File: src/rtl/sdram_dqm_pkg.sv
package sdram_dqm_pkg;
  // Clocks between a DQM sample and its effect on read output drivers.
  localparam int unsigned RD_DQM_LATENCY = 2;

  typedef enum logic [1:0] {
    SRC_IDLE  = 2'd0,
    SRC_WRITE = 2'd1,
    SRC_READ  = 2'd2,
    SRC_CLASH = 2'd3
  } dqm_src_e;

  function automatic dqm_src_e pick_src(input logic wr_v, input logic rd_v);
    dqm_src_e s;
    case ({wr_v, rd_v})
      2'b10:   s = SRC_WRITE;
      2'b01:   s = SRC_READ;
      2'b11:   s = SRC_CLASH;
      default: s = SRC_IDLE;
    endcase
    return s;
  endfunction
endpackage

File: src/rtl/dqm_rd_delay.sv
module dqm_rd_delay #(
  parameter int unsigned LANES  = 8,
  parameter int unsigned STAGES = 2
) (
  input  logic             clk,
  input  logic             rst_n,
  input  logic             in_v,
  input  logic [LANES-1:0] in_en,
  output logic             out_v,
  output logic [LANES-1:0] out_en
);
  generate
    if (STAGES == 0) begin : g_direct
      assign out_v  = in_v & rst_n;
      assign out_en = in_en;
    end else begin : g_line
      logic             stage_v  [STAGES];
      logic [LANES-1:0] stage_en [STAGES];

      always_ff @(posedge clk) begin
        if (!rst_n) begin
          for (int s = 0; s < int'(STAGES); s++) begin
            stage_v[s]  <= 1'b0;
            stage_en[s] <= '0;
          end
        end else begin
          stage_v[0]  <= in_v;
          stage_en[0] <= in_v ? in_en : '0;
          for (int s = 1; s < int'(STAGES); s++) begin
            stage_v[s]  <= stage_v[s-1];
            stage_en[s] <= stage_en[s-1];
          end
        end
      end

      assign out_v  = stage_v[STAGES-1];
      assign out_en = stage_en[STAGES-1];
    end
  endgenerate
endmodule

File: src/rtl/dqm_lane_shape.sv
module dqm_lane_shape #(
  parameter int unsigned LANES = 8
) (
  input  logic [LANES-1:0] wr_mask,
  input  logic [LANES-1:0] rd_en,
  output logic [LANES-1:0] wr_dqm,
  output logic [LANES-1:0] rd_dqm
);
  // Write mask bits are already in pin polarity; read enables are inverted.
  generate
    for (genvar i = 0; i < int'(LANES); i++) begin : g_lane
      assign wr_dqm[i] = wr_mask[i];
      assign rd_dqm[i] = ~rd_en[i];
    end
  endgenerate
endmodule

File: src/rtl/dqm_merge.sv
module dqm_merge
  import sdram_dqm_pkg::*;
#(
  parameter int unsigned LANES = 8
) (
  input  logic             wr_v,
  input  logic [LANES-1:0] wr_dqm,
  input  logic             rd_v,
  input  logic [LANES-1:0] rd_dqm,
  output logic [LANES-1:0] dqm
);
  dqm_src_e src;

  always_comb begin
    src = pick_src(wr_v, rd_v);
    case (src)
      SRC_WRITE: dqm = wr_dqm;
      SRC_READ:  dqm = rd_dqm;
      default:   dqm = '1;
    endcase
  end
endmodule

File: src/rtl/sdram_dqm_pipe.sv
module sdram_dqm_pipe
  import sdram_dqm_pkg::*;
#(
  parameter int unsigned LANES        = 8,
  parameter int unsigned READ_ADVANCE = 4
) (
  input  logic             clk,
  input  logic             rst_n,
  input  logic             wr_valid,
  input  logic [LANES-1:0] wr_mask,
  input  logic             rd_valid,
  input  logic [LANES-1:0] rd_en,
  output logic [LANES-1:0] dqm
);
  localparam int unsigned RD_STAGES = READ_ADVANCE - RD_DQM_LATENCY;

  initial begin
    if (READ_ADVANCE < RD_DQM_LATENCY)
      $error("READ_ADVANCE must be at least the read DQM latency");
  end

  logic             slot_v;
  logic [LANES-1:0] slot_en;
  logic [LANES-1:0] wr_dqm;
  logic [LANES-1:0] rd_dqm;

  dqm_rd_delay #(.LANES(LANES), .STAGES(RD_STAGES)) u_delay (
    .clk    (clk),
    .rst_n  (rst_n),
    .in_v   (rd_valid),
    .in_en  (rd_en),
    .out_v  (slot_v),
    .out_en (slot_en)
  );

  dqm_lane_shape #(.LANES(LANES)) u_shape (
    .wr_mask (wr_mask),
    .rd_en   (slot_en),
    .wr_dqm  (wr_dqm),
    .rd_dqm  (rd_dqm)
  );

  dqm_merge #(.LANES(LANES)) u_merge (
    .wr_v   (wr_valid),
    .wr_dqm (wr_dqm),
    .rd_v   (slot_v),
    .rd_dqm (rd_dqm),
    .dqm    (dqm)
  );
endmodule

File: config.mk
export PLATFORM = sky130hd
export DESIGN_NAME = sdram_dqm_pipe
export DESIGN_NICKNAME = d
export VERILOG_FILES = /design/src/rtl/sdram_dqm_pkg.sv /design/src/rtl/dqm_rd_delay.sv /design/src/rtl/dqm_lane_shape.sv /design/src/rtl/dqm_merge.sv /design/src/rtl/sdram_dqm_pipe.sv
export SDC_FILE = /design/constraint.sdc
export NUM_CORES = 1
export LEC_CHECK = 0
export BUFFER_PORTS_ARGS = -buffer_cell sky130_fd_sc_hd__buf_2
export CAP_MARGIN = 20
export CORE_UTILIZATION = 50
export CTS_CLUSTER_SIZE = 16
export DETAILED_ROUTE_END_ITERATION = 12
export PLACE_DENSITY = 0.79
export SLEW_MARGIN = 20
export SYNTH_ARGS = -nofsm -noshare
export SYNTH_HDL_FRONTEND = slang
export SYNTH_HIERARCHICAL = 1
export SYNTH_SLANG_ARGS = --single-unit
File: constraint.sdc
create_clock -name clk -period 2.82 [get_ports clk]
set_input_delay 0.282 -clock clk [delete_from_list [all_inputs] [get_ports clk]]
set_output_delay 0.282 -clock clk [all_outputs]
set_load 0.01 [all_outputs]
==> out/qor.tcl, run 1 <==
set qor(run_status) {complete, no violations}
set qor(synth-seq-cells) 18
set qor(floorplan.die.width_um) 41.8
set qor(antenna_left) 0
set qor(core_region_area_um2) 1490
set qor(initial_core_util_pct) 53.2
set qor(vias) 459
set qor(max-cap-violations) 0
set qor(clkSinkCount) 18
set qor(clock_tree.root_cell) {sky130_fd_sc_hd__clkbuf_4}
set qor(drt_pre_antenna_iters) 2
set qor(avgViaCountPerCell) 4.46
set qor(kind_of_cell_with_the_highest_combined_delay_on_the_critical_path) {flip-flops}
set qor(routed_length_per_instance_um) 7.70
set qor(synthesis.instances) 76
set qor(wirelength_met1_um) 328
set qor(post_cts_buffers) 0
set qor(count_of_unique_library_cells_instantiated_by_yosys) 10
set qor(post-route-drc-count) 0
set qor(clkTransAtPathRegs_ns) 0.09
set qor(timing.critical_path.cells) {inv_1 > ha_1 > a221o_1 > buf_2}
set qor(synth_area_per_cell_um2) 10.4
set qor(crit_path_max_fanout) 8
set qor(htreeDepth) 1
set qor(worstSetupEndpointType) {output port}
set qor(cts_max_path_buffers) 2
set qor(groute.usage.overall_pct) 10.4
set qor(fin_tns_setup_ns) 0
set qor(yosys_warnings) 6
set qor(timing.critical_path.required_ns) 2.54
set qor(met2RoutedLength_um) 367
set qor(synth-seq-area-share_pct) 45.5
set qor(hp-class) {primary input to flip-flop}
set qor(power-per-cell-area_nw_per_um2) 569
set qor(port_buffers) 27
set qor(drtIter0Drc) 1
set qor(critical_path.startpoint_type) {flip-flop}
set qor(place.detailed.instances) 99
set qor(floorplan_die_height_um) 41.8
set qor(timing.fmax_mhz) 599
set qor(synthesis.nets) 98
set qor(maxSlewViolCount) 0
set qor(inserted_diodes) 0
set qor(stdcell_count) 103
set qor(rsz0062_at_grt) {false}
set qor(critical-path-slowest-cell) {sky130_fd_sc_hd__dfxtp_1}
set qor(std_cell_rows) 14
set qor(fin_nets) 110
set qor(finalClockSkew_ns) 0.00280
set qor(first_global_vias) 371
set qor(critical_path.n_buffers_inverters) 2
set qor(min_period_ns) 1.67
set qor(timing_hold_violations_final) 0
set qor(peakVddDrop_v) 0.000333
set qor(worst_slew_pin_slew_ns) 0.247
set qor(relative_slew_slack_pct) 83.5
set qor(initial_antenna_violation_count) 0
set qor(globalRoute.totalOverflow) 0
set qor(layout-drive-gt1-share_pct) 51.7
set qor(cp.arrival_ns) 1.39
set qor(clock_latency_ns) 0.28
set qor(mappedNetlistArea_um2) 792
set qor(number_of_clock_buffers_inserted_by_tritoncts) 3
set qor(wl_um) 793
set qor(static_leak_nw) 0.400
set qor(final.period_utilization_pct) 59.2
set qor(top_layer_used) {met3}
set qor(slowest_delay_ns) 0.34
set qor(setup_viol_count_final) 0
set qor(detailed_place_hpwl_um) 642
set qor(post_cts_hold_buffer_count) 0
set qor(critPathKind) {flip-flop to output port}
set qor(clock_tree_from_tritoncts) {done}
set qor(area_overhead_vs_synth_pct) 4.11
set qor(grt_max_degree) 19
set qor(grt_pass1_wl_mm) 1.36
set qor(ioPinCount) 28
set qor(die_area_um2) 1750
set qor(globalplace.congestion) 0.705
set qor(detailroute.wirelength.met3_um) 96
set qor(post_cts.resized_instances) 0
routing by layer:
| layer | up-vias | global-route usage, % |
|---|---|---|
| met5 | - | 0 |
| met4 | 0 | 7.74 |
| met3 | 0 | 3.91 |
| met2 | 27 | 16.3 |
| met1 | 178 | 11.3 |
| li1 | 254 | - |
cell usage in the layout (no fill, tap or decap):
| master | n |
|---|---|
| sky130_fd_sc_hd__buf_2 | 27 |
| sky130_fd_sc_hd__ha_1 | 2 |
| sky130_fd_sc_hd__and2_1 | 4 |
| sky130_fd_sc_hd__a221o_1 | 8 |
| sky130_fd_sc_hd__and3_2 | 8 |
| sky130_fd_sc_hd__dfxtp_1 | 18 |
| sky130_fd_sc_hd__clkbuf_4 | 3 |
| sky130_fd_sc_hd__clkbuf_8 | 1 |
| sky130_fd_sc_hd__and2_2 | 6 |
| sky130_fd_sc_hd__inv_1 | 10 |
through the flow:
step                setup WS, ns  hold slack, ns  utilization [%]  area [µm²]  power (W)
floorplan                   1.52           0.404                -         792   0.000319
global placement            1.35           0.420             52.9         788   0.000329
detailed placement          1.34           0.419             52.9         788   0.000330
CTS                         1.13           0.248             55.4         825   0.000474
global route                1.05           0.238             55.4         825   0.000492
finish                      1.15           0.257             55.4         825   0.000469
Yosys cell counts (all sizes together):
library cell,instances,share of area (%)
buf,19,19
dfxtp,18,45
and2,10,8.8
inv,10,4.7
a221o,8,10
and3,8,7.6
ha,2,3.2
clkbuf,1,0.63
cell families (layout without fill, tap and decap cells):
group / after synthesis / in the layout / synth area share, %
simple gates: 18 / 18 / 16.4
flops: 18 / 18 / 45.5
fa+ha+maj: 2 / 2 / 3.16
compound gates: 8 / 8 / 10.1
buf+inv: 30 / 41 / 24.8
flip-flops by register name, summed over array words and instances, names as in the netlist:
name and cells:
u_delay/g_line.stage_en 16, u_delay/g_line.stage_v 2
area by class of cell:
class                      count  area (µm²)
fill                         145         664
sequential                    18         360
multi-input combinational     28         235
timing repair buffer          27         135
inverter                      10        37.5
clock buffer                   4        36.3
tap                           16        20.0
where the power goes:
group | switching [W] | total [W] | internal (W)
logic | 0.0000255 | 0.0000584 | 0.0000329
registers | 0.00000185 | 0.000265 | 0.000263
clock network | 0.0000672 | 0.000146 | 0.0000785
path summary, 6_finish.rpt:
check / start / end / cells past startpoint / slack (ns)
max: u_delay/g_line.stage_v[0][1]$_SDFF_PN0_ / dqm[2] / 4 / 1.15
min: rd_en[0] / u_delay/g_line.stage_en[0][0]$_SDFF_PN0_ / 2 / 0.26
max reg2reg: u_delay/g_line.stage_en[0][7]$_SDFF_PN0_ / u_delay/g_line.stage_en[0][15]$_SDFF_PN0_ / 1 / 2.24
min reg2reg: u_delay/g_line.stage_en[0][4]$_SDFF_PN0_ / u_delay/g_line.stage_en[0][12]$_SDFF_PN0_ / 1 / 0.44
No activity file was read; power rests on OpenSTA's default activity.
==> inputs of run 2 (changes only) <==
Settings changed: CORE_ASPECT_RATIO set to 1.4, CORE_UTILIZATION 50 to 42, PLACE_DENSITY 0.79 to 0.71.
Clock period 2.82 ns to 1.4 ns, I/O delays scaled along.
==> run 2 against run 1 <==
The run now ends with negative setup slack left. Power increased by 88%. Via count increased by 1.5%. Combinational power increased by 120%. First-iteration DRC count increased to 5.0 times the previous value. Largest cell class unchanged.
==> out/qor.tcl, run 2 (synthesis results as in run 1) <==
set qor(largest_register_ff_count) 16
set qor(htreeDepth) 1
set qor(layout.cells.most_common_list) {27 x sky130_fd_sc_hd__buf_2, 17 x sky130_fd_sc_hd__dfxtp_1, 9 x sky130_fd_sc_hd__inv_1, 8 x sky130_fd_sc_hd__and3_2, 8 x sky130_fd_sc_hd__a221o_1}
set qor(mostFrequentLayoutCell) {sky130_fd_sc_hd__buf_2}
set qor(drtIter0Drc) 5
set qor(drt_pre_antenna_iters) 4
set qor(largest-register) {u_delay/g_line.stage_en}
set qor(hold-path-cell-count) 2
set qor(run_status) {finished, violations left}
set qor(relative_slew_slack_pct) 87.6
set qor(globalRoute.totalOverflow) 0
set qor(post_cts_hold_buffer_count) 0
set qor(core_region_area_um2) 1760
set qor(hp-class) {primary input to flip-flop}
set qor(timing.fmax_mhz) 705
set qor(grt_pass1_wl_mm) 1.04
set qor(port_buffers) 27
set qor(groute.usage.overall_pct) 8.11
set qor(grt_max_degree) 19
set qor(ioPinCount) 28
set qor(place.detailed.instances) 103
set qor(post-route-drc-count) 0
set qor(clkTransAtPathRegs_ns) 0.08
set qor(number_of_clock_buffers_inserted_by_tritoncts) 3
set qor(grt_most_used_layer) {met2}
set qor(r2r_slack_ns) 0.82
set qor(fin_nets) 110
set qor(fin_total_pwr_w) 0.000883
set qor(clkSinkCount) 18
set qor(fillers) 163
set qor(std_cell_rows) 18
set qor(worstSetupEndpointType) {output port}
set qor(reg_top3) {u_delay/g_line.stage_en (16), u_delay/g_line.stage_v (2)}
set qor(critPathKind) {flip-flop to output port}
set qor(floorplan.die.width_um) 38.7
set qor(grt.met3_usage_pct) 2.52
set qor(initial_core_util_pct) 45.1
set qor(globalplace.congestion) 0.608
set qor(min_period_ns) 1.42
set qor(final.period_utilization_pct) 101
set qor(peakVddDrop_v) 0.000492
set qor(critical_path.startpoint_type) {flip-flop}
set qor(inserted_diodes) 0
set qor(worstRegToRegCells) 1
set qor(stdcell_count) 106
set qor(rsz0062_at_grt) {true}
set qor(die_area_um2) 2070
set qor(maxSlewViolCount) 0
set qor(hold_path_end) {u_delay/g_line.stage_en[0][6]$_SDFF_PN0_}
set qor(clock_latency_ns) 0.27
set qor(finalClockSkew_ns) 0.000548
set qor(routed_length_per_instance_um) 7.56
set qor(reg2reg_to) {u_delay/g_line.stage_v[0][1]$_SDFF_PN0_}
set qor(crit_path_max_fanout) 8
set qor(layout-drive-gt1-share_pct) 55.8
set qor(setup_viol_count_final) 8
set qor(fin_tns_setup_ns) -0.111
set qor(gr-usage-met2_pct) 12.8
set qor(first_global_vias) 307
set qor(antenna_left) 0
set qor(avgViaCountPerCell) 4.40
set qor(max-cap-violations) 0
set qor(wl_um) 801
set qor(min-delay-start) {rd_en[6]}
set qor(violations) {negative setup slack}
set qor(static_leak_nw) 0.393
set qor(critical_path.reg2reg.startpoint) {u_delay/g_line.stage_v[0][0]$_SDFF_PN0_}
set qor(clock_tree.root_cell) {sky130_fd_sc_hd__clkbuf_4}
set qor(vias) 466
set qor(layout_setup_ws_ns) -0.0179
set qor(timing_hold_violations_final) 0
set qor(cts_max_path_buffers) 2
set qor(area_overhead_vs_synth_pct) 6.32
set qor(timing.critical_path.required_ns) 1.26
set qor(initial_antenna_violation_count) 0
set qor(finalHoldWorstSlack_ns) 0.117
set qor(power-per-cell-area_nw_per_um2) 1050
set qor(floorplan_die_height_um) 53.4
set qor(clock_tree_from_tritoncts) {done}
set qor(worst_slew_pin_slew_ns) 0.186
set qor(met1_usage_pct) 6.01
set qor(cp.arrival_ns) 1.28
set qor(post_cts_buffers) 0
-- run 2: cell types whose count changed in the layout (fill, tap and decap cells not counted) --
cell | previous run | this run
sky130_fd_sc_hd__clkbuf_8 | 1 | 0
sky130_fd_sc_hd__dfxtp_1 | 18 | 17
sky130_fd_sc_hd__dfxtp_2 | 0 | 1
sky130_fd_sc_hd__ha_1 | 2 | 0
sky130_fd_sc_hd__ha_4 | 0 | 2
sky130_fd_sc_hd__inv_1 | 10 | 9
sky130_fd_sc_hd__inv_2 | 0 | 1
-- run 2: per-layer routing --
layer | up-vias | part of all wire, %
met4 | 0 | 1.7
met1 | 181 | 40
met5 | - | 0
met3 | 2 | 11
li1 | 252 | -
met2 | 31 | 47
-- run 2: layout make-up --
cell class | instances | area (µm²) | share of cell area [%]
clock buffers | 3 | 22.5 | 2.67
inverters | 10 | 37.5 | 4.46
multi-input cells | 28 | 260 | 30.9
flip-flops and latches | 18 | 362 | 42.9
well taps | 20 | 25.0 | 2.97
repair buffers | 27 | 135 | 16.0
-- run 2: critical path, stage by stage (launching register included) --
cell	delay (ns)
sky130_fd_sc_hd__dfxtp_2	0.36
sky130_fd_sc_hd__inv_2	0.05
sky130_fd_sc_hd__ha_4	0.17
sky130_fd_sc_hd__a221o_1	0.29
sky130_fd_sc_hd__buf_2	0.14
-- run 2: stage by stage --
stage	worst slack, ns	utilization (%)	cell area, µm²
6_report	-0.0179	47.9	842
2_1_floorplan	0.267	-	792
5_1_grt	-0.0958	47.9	842
3_3_place_gp	0.199	45.2	793
4_1_cts	-0.0398	47.9	842
3_5_place_dp	0.168	45.2	793
-- run 2: worst max path at each step --
stage	startpoint	endpoint	slack (ns)	depth (start not counted)
after detailed placement	u_delay/g_line.stage_v[0][1]$_SDFF_PN0_	dqm[2]	0.17	4
after global placement	u_delay/g_line.stage_v[0][1]$_SDFF_PN0_	dqm[6]	0.20	4
final	u_delay/g_line.stage_v[0][1]$_SDFF_PN0_	dqm[2]	-0.02	4
after global routing	u_delay/g_line.stage_v[0][1]$_SDFF_PN0_	dqm[2]	-0.1	4
after CTS	u_delay/g_line.stage_v[0][1]$_SDFF_PN0_	dqm[2]	-0.04	4
after floorplan	u_delay/g_line.stage_v[0][1]$_SDFF_PN0_	dqm[0]	0.27	4
-- run 2: timing repair --
item / CTS / global route
pin swaps: 9 / 1
setup endpoints to repair: 8 / 8
gates resized for setup: 6 / 0
-- run 2: power by group --
group	internal (W)	switching, W
clock	0.0000996	0.000123
sequential	0.000530	0.00000415
combinational	0.0000725	0.0000537
total	0.000702	0.000181
==> inputs of run 3 (changes only) <==
Settings changed: CELL_PAD_IN_SITES_DETAIL_PLACEMENT set to 0, CELL_PAD_IN_SITES_GLOBAL_PLACEMENT set to 1, CORE_UTILIZATION 42 to 32, PLACE_DENSITY 0.71 to 0.72.
==> run 3 against run 2 <==
The flow finishes with violations (design-rule violations, negative setup slack). Final area increased by 2.1%. Global-route usage decreased by 0.056 points. First-iteration DRC count grew to 2.8 times the previous value. Fmax fell by 2.1%. Register-to-register slack barely moved. Critical path depth stayed put. Sequential power barely moved. Die area is 30% higher. Non-clock buffer count stayed put. Hold slack worse by 0.020 ns. Final cell count is 3.8% higher. Sequential share of layout area is 0.88 points lower. Largest cell class unchanged.
==> out/qor.tcl, run 3 (synthesis results as in run 1) <==
set qor(wl_um) 916
set qor(peakVddDrop_v) 0.000473
set qor(slowest_delay_ns) 0.36
set qor(port_buffers) 27
set qor(layout-drive-gt1-share_pct) 56.3
set qor(mostFrequentLayoutCell) {sky130_fd_sc_hd__buf_2}
set qor(floorplan_die_height_um) 60.9
set qor(relative_slew_slack_pct) 87.4
set qor(first_global_vias) 385
set qor(worst_slew_pin_slew_ns) 0.189
set qor(clock_latency_ns) 0.29
set qor(finalHoldWorstSlack_ns) 0.0978
set qor(timing.critical_path.cells) {inv_2 > ha_4 > a221o_1 > buf_2}
set qor(worstSetupEndpointType) {output port}
set qor(timing.fmax_mhz) 690
set qor(layout_setup_ws_ns) -0.0483
set qor(avgViaCountPerCell) 4.12
set qor(groute.usage.overall_pct) 8.06
set qor(max-cap-violations) 0
set qor(vias) 453
set qor(detailedPlace.worstSlack_ns) 0.166
set qor(post_cts_hold_buffer_count) 0
set qor(critPathKind) {flip-flop to output port}
set qor(post-route-drc-count) 5
set qor(grt_max_degree) 19
set qor(min_period_ns) 1.45
set qor(inserted_diodes) 0
set qor(finalClockSkew_ns) 0.000638
set qor(clock_tree.root_cell) {sky130_fd_sc_hd__clkbuf_4}
set qor(antenna_left) 0
set qor(globalplace.congestion) 0.650
set qor(reg_top3) {u_delay/g_line.stage_en (16), u_delay/g_line.stage_v (2)}
set qor(number_of_clock_buffers_inserted_by_tritoncts) 3
set qor(drtIter0Drc) 14
set qor(cts_max_path_buffers) 2
set qor(crit_path_max_fanout) 8
set qor(layout.cells.most_common_list) {27 x sky130_fd_sc_hd__buf_2, 17 x sky130_fd_sc_hd__dfxtp_1, 9 x sky130_fd_sc_hd__inv_1, 8 x sky130_fd_sc_hd__and3_2, 8 x sky130_fd_sc_hd__a221o_1}
set qor(largest_register_ff_count) 16
set qor(area_overhead_vs_synth_pct) 8.53
set qor(maxSlewViolCount) 0
set qor(fin_nets) 110
set qor(std_cell_rows) 21
set qor(timing.critical_path.required_ns) 1.26
set qor(die_area_um2) 2680
set qor(fillers) 238
set qor(run_status) {finished, violations left}
set qor(ioPinCount) 28
set qor(clkTransAtPathRegs_ns) 0.09
set qor(clock_tree_from_tritoncts) {done}
set qor(core_region_area_um2) 2360
set qor(setup_viol_count_final) 8
set qor(initial_antenna_violation_count) 0
set qor(floorplan.die.width_um) 44.0
set qor(globalRoute.totalOverflow) 0
set qor(drt_pre_antenna_iters) 8
set qor(critical-path-slowest-cell) {sky130_fd_sc_hd__dfxtp_2}
set qor(timing_hold_violations_final) 0
set qor(detailed_place_hpwl_um) 674
set qor(initial_core_util_pct) 33.5
set qor(final.period_utilization_pct) 103
set qor(rsz0062_at_grt) {true}
set qor(grt_pass1_wl_mm) 1.50
set qor(violations) {design-rule violations, negative setup slack}
set qor(critical_path.startpoint_type) {flip-flop}
set qor(hp-class) {primary input to flip-flop}
set qor(cp.arrival_ns) 1.31
set qor(static_leak_nw) 0.400
set qor(clkSinkCount) 18
set qor(largest-register) {u_delay/g_line.stage_en}
set qor(htreeDepth) 1
set qor(routed_length_per_instance_um) 8.33
set qor(power-per-cell-area_nw_per_um2) 1130
-- run 3: cell type report --
cell class	count	area (µm²)	area share, %
Inverter	10	37.5	4.37
Timing Repair Buffer	27	135	15.7
Multi-Input combinational cell	28	260	30.3
Tap cell	23	28.8	3.35
Sequential cell	18	362	42.1
Clock buffer	4	36.3	4.22
-- run 3: critical path: cells and delay by family, from the launching register on --
family                   cells  cell delay (ns)
flip-flops                   1             0.36
AO/OA/AOI/OAI                1             0.29
buffers and inverters        2             0.19
adder cells (fa/ha/maj)      1             0.18
-- run 3: worst paths after layout --
| kind | start | to | slack, ns | cells past startpoint |
|---|---|---|---|---|
| worst max register to register | u_delay/g_line.stage_en[0][1]$_SDFF_PN0_ | u_delay/g_line.stage_en[0][9]$_SDFF_PN0_ | 0.82 | 1 |
| worst min-delay path | rd_en[0] | u_delay/g_line.stage_en[0][0]$_SDFF_PN0_ | 0.1 | 2 |
| worst max-delay path | u_delay/g_line.stage_v[0][1]$_SDFF_PN0_ | dqm[1] | -0.05 | 4 |
| worst min register to register | u_delay/g_line.stage_en[0][2]$_SDFF_PN0_ | u_delay/g_line.stage_en[0][10]$_SDFF_PN0_ | 0.44 | 1 |
-- run 3: stage by stage --
step / power [W] / utilization (%) / instances / TNS [ns] / cell area, µm²
2_1_floorplan: 0.000643 / - / 76 / 0 / 792
3_3_place_gp: 0.000663 / 33.7 / 106 / 0 / 797
3_5_place_dp: 0.000665 / 33.7 / 106 / 0 / 797
4_1_cts: 0.000979 / 36.3 / 110 / -0.424 / 860
5_1_grt: 0.00102 / 36.3 / 110 / -0.865 / 860
6_report: 0.000968 / 36.3 / 110 / -0.357 / 860
-- run 3: what timing repair did --
item / 4_1_cts / 5_1_grt
gates resized for setup: 6 / 0
pin swaps: 9 / 1
hold endpoints to repair: 0 / 0
buffers inserted: 0 / 0
setup endpoints to repair: 8 / 8
-- run 3: power by group --
| part | internal (W) | total, W | switching [W] |
|---|---|---|---|
| clock | 0.000159 | 0.000307 | 0.000148 |
| sequential | 0.000530 | 0.000534 | 0.00000440 |
| combinational | 0.0000726 | 0.000128 | 0.0000549 |
| total | 0.000761 | 0.000968 | 0.000207 |
-- run 3: metal layers --
metal  part of all wire (%)  up-vias  track usage, %  wire, µm
met3                     11        5            1.79       102
met2                     40       29            12.8       366
met5                      0        -               0         0
met4                    5.3        0            10.4        49
li1                       -      252               -         -
met1                     43      167            7.52       398
